===== src/rtl/sadm_pkg.sv =====
package sadm_pkg;

    // Reference fetch engine states.
    typedef enum logic [1:0] {
        ST_IDLE,
        ST_FETCH,
        ST_DRAIN,
        ST_ARMED
    } fetch_st_t;

endpackage


===== src/rtl/sadm_window.sv =====
// Line buffers plus a W x W window register whose bottom-right cell is the
// most recently accepted pixel.
module sadm_window #(
    parameter int PW  = 5,
    parameter int DIM = 16,
    parameter int W   = 6,
    localparam int DLEN = (W - 1) * DIM,
    localparam int WV   = W * W * PW
) (
    input  logic          clk,
    input  logic          rst_n,
    input  logic          acc,
    input  logic [PW-1:0] pix,
    output logic [WV-1:0] win_flat
);

    logic [PW-1:0] dl  [DLEN];
    logic [PW-1:0] win [W][W];

    always_ff @(posedge clk or negedge rst_n) begin
        if (!rst_n) begin
            for (int k = 0; k < DLEN; k++) dl[k] <= '0;
            for (int r = 0; r < W; r++)
                for (int c = 0; c < W; c++) win[r][c] <= '0;
        end else if (acc) begin
            dl[0] <= pix;
            for (int k = 1; k < DLEN; k++) dl[k] <= dl[k-1];
            for (int r = 0; r < W; r++)
                for (int c = 0; c < W - 1; c++) win[r][c] <= win[r][c+1];
            for (int r = 0; r < W - 1; r++) win[r][W-1] <= dl[(W-1-r)*DIM-1];
            win[W-1][W-1] <= pix;
        end
    end

    for (genvar gr = 0; gr < W; gr++) begin : g_row
        for (genvar gc = 0; gc < W; gc++) begin : g_col
            assign win_flat[(gr*W+gc)*PW +: PW] = win[gr][gc];
        end
    end

endmodule


===== src/rtl/sadm_sad_tree.sv =====
// Sum of absolute differences over two flattened W x W windows.
module sadm_sad_tree #(
    parameter int PW = 5,
    parameter int WW = 36,
    parameter int SW = 11
) (
    input  logic [WW*PW-1:0] cur_flat,
    input  logic [WW*PW-1:0] ref_flat,
    output logic [SW-1:0]    sad
);

    logic [PW-1:0] ad [WW];

    for (genvar g = 0; g < WW; g++) begin : g_ad
        logic [PW-1:0] a, b;
        assign a     = cur_flat[g*PW +: PW];
        assign b     = ref_flat[g*PW +: PW];
        assign ad[g] = (a > b) ? (a - b) : (b - a);
    end

    always_comb begin
        sad = '0;
        for (int i = 0; i < WW; i++) sad = sad + SW'(ad[i]);
    end

endmodule


===== src/rtl/sadm_ref_fetch.sv =====
// Fetches the reference window of the pending band into a staging copy and
// promotes it to the active copy when the stream enters that band.
module sadm_ref_fetch
    import sadm_pkg::*;
#(
    parameter int PW   = 5,
    parameter int W    = 6,
    parameter int CW   = 4,
    parameter int NREG = 2,
    parameter int RIW  = 1,
    localparam int WW  = W * W,
    localparam int WIW = $clog2(WW),
    localparam int CIW = $clog2(W + 1)
) (
    input  logic             clk,
    input  logic             rst_n,
    input  logic             acc,
    input  logic             sof,
    input  logic [RIW-1:0]   acc_band,
    input  logic [2*CW-1:0]  feat_addr,
    output logic [RIW-1:0]   feat_idx,
    output logic             ref_rd,
    output logic [2*CW-1:0]  ref_addr,
    input  logic [PW-1:0]    ref_data,
    output logic [WW*PW-1:0] act_flat
);

    localparam logic [CW-1:0] OFF = CW'(W - 1);

    fetch_st_t      st, nst;
    logic [RIW-1:0] pend;
    logic [CIW-1:0] fi, fj;
    logic           rd_q;
    logic [WIW-1:0] widx_q;
    logic [PW-1:0]  nxt [WW];
    logic [PW-1:0]  act [WW];
    logic           copy, last_issue, restart;

    assign restart    = acc && sof;
    assign copy       = (st == ST_ARMED) && acc && !sof && (acc_band == pend);
    assign last_issue = (st == ST_FETCH) && (fi == CIW'(W - 1)) && (fj == CIW'(W - 1));

    // State register.
    always_ff @(posedge clk or negedge rst_n) begin
        if (!rst_n) st <= ST_IDLE;
        else        st <= nst;
    end

    // Transitions.
    always_comb begin
        nst = st;
        if (restart) begin
            nst = ST_FETCH;
        end else begin
            unique case (st)
                ST_IDLE:  nst = ST_IDLE;
                ST_FETCH: if (last_issue) nst = ST_DRAIN;
                ST_DRAIN: nst = ST_ARMED;
                ST_ARMED: if (copy) nst = (pend == RIW'(NREG - 1)) ? ST_IDLE : ST_FETCH;
            endcase
        end
    end

    // Outputs.
    always_comb begin
        ref_rd   = (st == ST_FETCH);
        feat_idx = pend;
        ref_addr = {feat_addr[2*CW-1:CW] - OFF + CW'(fi),
                    feat_addr[CW-1:0]    - OFF + CW'(fj)};
    end

    // Counters and window storage.
    always_ff @(posedge clk or negedge rst_n) begin
        if (!rst_n) begin
            pend   <= '0;
            fi     <= '0;
            fj     <= '0;
            rd_q   <= 1'b0;
            widx_q <= '0;
            for (int k = 0; k < WW; k++) begin
                nxt[k] <= '0;
                act[k] <= '0;
            end
        end else begin
            rd_q   <= ref_rd;
            widx_q <= WIW'(fi) * WIW'(W) + WIW'(fj);
            if (rd_q) nxt[widx_q] <= ref_data;
            if (restart) begin
                pend <= '0;
                fi   <= '0;
                fj   <= '0;
            end else if (st == ST_FETCH) begin
                if (fj == CIW'(W - 1)) begin
                    fj <= '0;
                    fi <= fi + CIW'(1);
                end else begin
                    fj <= fj + CIW'(1);
                end
            end else if (copy) begin
                for (int k = 0; k < WW; k++) act[k] <= nxt[k];
                pend <= pend + RIW'(1);
                fi   <= '0;
                fj   <= '0;
            end
        end
    end

    for (genvar g = 0; g < WW; g++) begin : g_act
        assign act_flat[g*PW +: PW] = act[g];
    end

endmodule


===== src/rtl/sadm_search.sv =====
// Windowed SAD block-matching search unit (top).
module sadm_search #(
    parameter int PW   = 5,
    parameter int DIM  = 16,
    parameter int BAND = 8,
    parameter int W    = 6,
    localparam int CW   = $clog2(DIM),
    localparam int AW   = 2 * CW,
    localparam int NREG = DIM / BAND,
    localparam int RIW  = (NREG > 1) ? $clog2(NREG) : 1,
    localparam int WW   = W * W,
    localparam int SW   = $clog2(WW * ((1 << PW) - 1) + 1),
    localparam int WV   = WW * PW
) (
    input  logic           clk,
    input  logic           rst_n,
    input  logic           pix_vld,
    input  logic           pix_sof,
    input  logic [PW-1:0]  pix_data,
    output logic [RIW-1:0] feat_idx,
    input  logic [AW-1:0]  feat_addr,
    output logic           ref_rd,
    output logic [AW-1:0]  ref_addr,
    input  logic [PW-1:0]  ref_data,
    output logic           res_vld,
    output logic [RIW-1:0] res_region,
    output logic [AW-1:0]  res_addr,
    output logic [SW-1:0]  res_sad
);

    // Position of the pixel being accepted.
    logic [AW-1:0]  pos_q, idx;
    logic [CW-1:0]  row, col;
    logic [RIW-1:0] band;
    logic           in_win, band_end;

    always_comb begin
        idx      = pix_sof ? '0 : pos_q;
        row      = idx[AW-1:CW];
        col      = idx[CW-1:0];
        band     = RIW'(int'(row) / BAND);
        in_win   = (int'(row) >= W - 1) && (int'(col) >= W - 1);
        band_end = (int'(col) == DIM - 1) && ((int'(row) % BAND) == BAND - 1);
    end

    logic [WV-1:0] win_flat, act_flat;
    logic [SW-1:0] sad_c;

    sadm_window #(.PW(PW), .DIM(DIM), .W(W)) u_window (
        .clk(clk), .rst_n(rst_n), .acc(pix_vld), .pix(pix_data), .win_flat(win_flat)
    );

    sadm_ref_fetch #(.PW(PW), .W(W), .CW(CW), .NREG(NREG), .RIW(RIW)) u_fetch (
        .clk(clk), .rst_n(rst_n), .acc(pix_vld), .sof(pix_sof), .acc_band(band),
        .feat_addr(feat_addr), .feat_idx(feat_idx), .ref_rd(ref_rd),
        .ref_addr(ref_addr), .ref_data(ref_data), .act_flat(act_flat)
    );

    sadm_sad_tree #(.PW(PW), .WW(WW), .SW(SW)) u_tree (
        .cur_flat(win_flat), .ref_flat(act_flat), .sad(sad_c)
    );

    // Stage 0: tag of the window just loaded. Stage 1: registered SAD.
    logic           s0_vld, s0_sof, s0_cmp, s0_last;
    logic [RIW-1:0] s0_band;
    logic [AW-1:0]  s0_idx;
    logic           s1_vld, s1_sof, s1_cmp, s1_last;
    logic [RIW-1:0] s1_band;
    logic [AW-1:0]  s1_idx;
    logic [SW-1:0]  s1_sad;

    always_ff @(posedge clk or negedge rst_n) begin
        if (!rst_n) begin
            pos_q   <= '0;
            s0_vld  <= 1'b0; s0_sof <= 1'b0; s0_cmp <= 1'b0; s0_last <= 1'b0;
            s0_band <= '0;   s0_idx <= '0;
            s1_vld  <= 1'b0; s1_sof <= 1'b0; s1_cmp <= 1'b0; s1_last <= 1'b0;
            s1_band <= '0;   s1_idx <= '0;   s1_sad <= '0;
        end else begin
            if (pix_vld) pos_q <= idx + AW'(1);
            s0_vld  <= pix_vld;
            s0_sof  <= pix_vld && pix_sof;
            s0_cmp  <= pix_vld && in_win;
            s0_last <= pix_vld && band_end;
            s0_band <= band;
            s0_idx  <= idx;
            s1_vld  <= s0_vld;
            s1_sof  <= s0_sof;
            s1_cmp  <= s0_cmp;
            s1_last <= s0_last;
            s1_band <= s0_band;
            s1_idx  <= s0_idx;
            s1_sad  <= sad_c;
        end
    end

    // Stage 2: running minimum, strict comparison keeps the earliest tie.
    logic [SW-1:0] min_q, min_n;
    logic [AW-1:0] ck_q, ck_n;
    logic          better;

    always_comb begin
        better = s1_cmp && (s1_sad < min_q);
        min_n  = better ? s1_sad : min_q;
        ck_n   = better ? s1_idx : ck_q;
    end

    always_ff @(posedge clk or negedge rst_n) begin
        if (!rst_n) begin
            min_q      <= '1;
            ck_q       <= '0;
            res_vld    <= 1'b0;
            res_region <= '0;
            res_addr   <= '0;
            res_sad    <= '0;
        end else begin
            res_vld <= 1'b0;
            if (s1_vld) begin
                if (s1_last) begin
                    res_vld    <= 1'b1;
                    res_region <= s1_band;
                    res_addr   <= ck_n;
                    res_sad    <= min_n;
                    min_q      <= '1;
                    ck_q       <= '0;
                end else if (s1_sof) begin
                    min_q <= '1;
                    ck_q  <= '0;
                end else begin
                    min_q <= min_n;
                    ck_q  <= ck_n;
                end
            end
        end
    end

endmodule


===== config.mk =====
export PLATFORM = sky130hd
export DESIGN_NAME = sadm_search
export DESIGN_NICKNAME = d
export VERILOG_FILES = /design/src/rtl/sadm_pkg.sv /design/src/rtl/sadm_window.sv /design/src/rtl/sadm_sad_tree.sv /design/src/rtl/sadm_ref_fetch.sv /design/src/rtl/sadm_search.sv
export SDC_FILE = /design/constraint.sdc
export NUM_CORES = 2
export LEC_CHECK = 0
export CORE_UTILIZATION = 45
export DETAILED_ROUTE_END_ITERATION = 10
export GPL_TIMING_DRIVEN = 1
export PLACE_DENSITY = 0.62
export SLEW_MARGIN = 30
export SYNTH_ARGS = -nofsm -noshare
export SYNTH_HDL_FRONTEND = slang
export SYNTH_SLANG_ARGS = --single-unit

===== constraint.sdc =====
create_clock -name clk -period 9.5 [get_ports clk]
set_input_delay 1.425 -clock clk [delete_from_list [all_inputs] [get_ports clk]]
set_output_delay 1.425 -clock clk [all_outputs]
set_load 0.005 [all_outputs]

==> key figures <==
Final layout
  • Sequential standard cell area: between 20000 and 25000 um^2
  • Multi-input gate area: 25500 um^2
  • Area Overhead vs Synth: 11.4%
  • Layout Nets: 4975
  • Layout cells sized above 1: 0.206
  • FILL cells: 9809

GRT
  • Gr ovfl total: 0
  • Largest net degree at the start of global routing: 185
  • Vias in the first global route: 31300
  • Total GRT Usage: 0.193
  • Initial antenna violation count: 2
  • First-pass GRT wire length: 173000 um

Synth
  • Synth top area share: 0.435
  • Mux contribution to synthesized area: 0.174
  • Largest family of logic cells by synthesized area: adder cells
  • Area contributors post-synth: dfrtp_1, mux2_2, fa_1, ha_1, inv_1
  • Number of enable flip-flop cells after synthesis: 0
  • Yosys reg bits: approximately 900
  • Adder-cell share of the synthesized area: 0.193
  • Syn Nets: 4906
  • Gate Count Post-Synth: about 4300
  • Syn Area/Cell: 11.9 um^2
  • Area leader, netlist: dfrtp_1
  • Synthesized area: a little over 50000 um^2
  • FFs w/ async S/R, synth: 1.00
  • Sequential fraction of the synthesis area: 0.440
  • Synth Area in Compound Gates: 0.0656
  • Simple-gate share of the synthesized area: 0.0464
  • Post-synth cell types: 64
  • Top FF cell, synth: dfrtp_1
  • Synth warnings: 0
  • XOR/XNOR Fraction of Synth Area: 0.0252

Timing
  • Slew HR: 0.276
  • RSZ-0062 raised after global routing: false
  • Worst slew pin tran: 1090 ps
  • Slew Viols, Final: 0
  • TNS Setup: 0 ps
  • Final worst-path cycle share: 0.936
  • Hold Violations, Final: 0
  • Setup Viol. Count Final: 0
  • Clock skew: 18.8 ps
  • Tmin final: a little under 9000 ps
  • Fmax: 112 MHz

Floorplanning
  • Row Count: 122
  • Starting Density: 0.455
  • Core Region: between 100000 and 150000 um^2
  • IO Pins: 53
  • Chip width: ~340 um
  • Die Span Y: 337 um
  • Die area: 114000 um^2

CTS
  • CTS-repair resized insts: 0
  • Worst-path clk slew: 60 ps
  • Max clock buf depth: 3
  • Post-CTS Setup Inserts: 0
  • Worst skew pair latency: 670 ps
  • H-tree Lvls: 3
  • CTS root buf: clkbuf_16
  • CTS tree: done
  • CTS Sinks: 889
  • Hold-fix buffers, CTS: 0
  • CTS Buf Count: 98

Job
  • Max Cap Violations: 0

Detailed routing
  • DR iter-0 viols: approximately 1800
  • DRC: 0
  • Total iterations of the first detailed-routing run: 5
  • Vias: 30000
  • Avg Vias per Cell: 5.09
  • Wire length per cell: 18.0 um
  • Post-DRT Antenna Nets: 0
  • Final WL: roughly 110000 um

Hold path
  • Worst hold endpoint: s1_idx[5]
  • Hold WC Path Type: reg -> reg
  • Hold Path Origin: s0_idx[5]
  • Hold depth: 0

Setup path
  • Crit-path max FO: 6
  • CP max stage cell: fa_1
  • WP buf/inv: 4
  • WS Path Type: reg -> reg
  • CP most frequent cell: fa_1
  • CP max stage delay: approximately 550 ps
  • R2R Path Start: u_fetch.act_flat[6]
  • Crit end category: register
  • WP data required: 10090 ps
  • Delay-heaviest family, CP: adder cells
  • Reg2reg setup slack: 610 ps
  • Reg2reg path depth: 31
  • CP arrival: 9480 ps
  • Startpoint types: register
  • Worst reg2reg path endpoint: s1_sad[9]

Placement
  • Gpl congestion: 0.883
  • DP HPWL: 74300 um
  • # port buffers: 52

Run status
  • Status: completed
-- cell usage after synthesis, drive strengths merged (4+ instances only) --
| master | number |
|---|---|
| dfrtp | 878 |
| mux2 | 672 |
| inv | 632 |
| ha | 377 |
| fa | 250 |
| o21ai | 250 |
| nand2 | 235 |
| mux2i | 122 |
| clkbuf | 111 |
| nor2 | 102 |
| a21oi | 98 |
| xnor2 | 90 |
| nor2b | 66 |
| xor2 | 49 |
| a21o | 46 |
| a221oi | 29 |
| o22ai | 24 |
| nand3 | 22 |
| o21a | 22 |
| nand2b | 19 |
| o31ai | 15 |
| nand4 | 14 |
| a31oi | 13 |
| and3 | 12 |
| nor3 | 12 |
| a2bb2oi | 11 |
| dfstp | 11 |
| a21boi | 10 |
| and2 | 10 |
| o221ai | 9 |
| a22o | 8 |
| nand3b | 6 |
| buf | 4 |
| o22a | 4 |
-- worst max path at each step --
stage	start	to	slack, ps	cells past startpoint
after global placement	u_fetch.act_flat[6]	s1_sad[9]	640	31
after CTS	u_fetch.act_flat[1]	s1_sad[9]	560	31
final	u_fetch.act_flat[6]	s1_sad[9]	610	31
after floorplan	u_fetch.act_flat[6]	s1_sad[9]	1080	31
after global routing	u_fetch.act_flat[6]	s1_sad[9]	1	31
after detailed placement	u_fetch.act_flat[1]	s1_sad[9]	620	31
-- per-stage QoR --
| step | utilization | worst slack, ps | hold WS, ps | area (um^2) | std cells |
|---|---|---|---|---|---|
| 2_1_floorplan | - | 1080 | 331 | 50500 | 4257 |
| 3_3_place_gp | 0.476 | 639 | 332 | 52800 | 5713 |
| 3_5_place_dp | 0.476 | 620 | 336 | 52800 | 5713 |
| 4_1_cts | 0.507 | 560 | 349 | 56300 | 5894 |
| 5_1_grt | 0.507 | 1.05 | 352 | 56300 | 5895 |
| 6_report | 0.508 | 610 | 346 | 56300 | 5896 |
-- routing by layer --
metal | vias up | wire length (um) | track usage
li1 | 14300 | - | -
met1 | 15200 | 50400 | 0.271
met2 | 388 | 49300 | 0.314
met3 | 144 | 3670 | 0.0239
met4 | 0 | 2500 | 0.0568
met5 | - | 0 | 0
-- cells by family after synthesis --
| family | Yosys count |
|---|---|
| buffers and inverters | 747 |
| multiplexers | 794 |
| AO/OA/AOI/OAI | 546 |
| flip-flops | 889 |
| adder cells (fa/ha/maj) | 629 |
| AND/OR/NAND/NOR | 512 |
| XOR/XNOR | 140 |
-- cells in the final DEF (no fill, tap or decap), types with 6 or more instances in the layout --
master	synthesis	final
mux2i_1	121	121
xor2_1	48	48
o31ai_1	11	10
nand3b_1	6	6
clkinv_2	0	15
o22ai_1	24	24
mux2_2	672	672
o21a_1	22	22
nand3_1	22	21
clkdlybuf4s50_1	0	45
and2_1	10	10
nand2b_1	18	18
buf_4	0	25
inv_1	631	631
clkbuf_16	0	105
buf_12	0	7
clkbuf_8	0	23
a21oi_1	97	96
a221oi_1	29	29
nand4_1	14	14
and3_1	12	12
o21ai_0	249	249
ha_1	377	377
dfrtp_1	878	878
nand2_1	234	233
nor3_1	12	12
xnor2_1	88	88
nor2b_1	66	66
a21o_1	43	43
dfstp_2	11	11
fa_1	250	250
bufinv_16	0	10
a21boi_0	10	10
o221ai_1	9	9
clkbuf_1	111	21
a2bb2oi_1	11	11
nor2_1	102	102
a22o_1	8	8
a31oi_1	13	13
-- area by class of cell --
cell class                      instances  share of cell area
Sequential cell                       889               0.395
Tap cell                             1488              0.0331
Multi-Input combinational cell       2621               0.453
Clock buffer                          149              0.0537
Clock inverter                         32             0.00766
Inverter                              632              0.0422
Antenna cell                            1           0.0000444
Timing Repair Buffer                   84              0.0154
-- state kept, by name, indices dropped and copies added, names as in the netlist, 2 cells and up --
signal / count
ck_q: 8
u_window.dl: 400
u_fetch.fj: 3
u_fetch.nxt: 180
u_window.win_flat: 30
pos_q: 8
u_fetch.act_flat: 180
min_q: 11
u_fetch.widx_q: 6
res_sad: 11
res_addr: 8
s1_sad: 11
s0_idx: 7
u_fetch.st: 2
u_fetch.fi: 3
s1_idx: 7
Power is left out: the tool's default activity adds up to more than one toggle a clock period on the data nets, which glitch-free logic cannot reach.
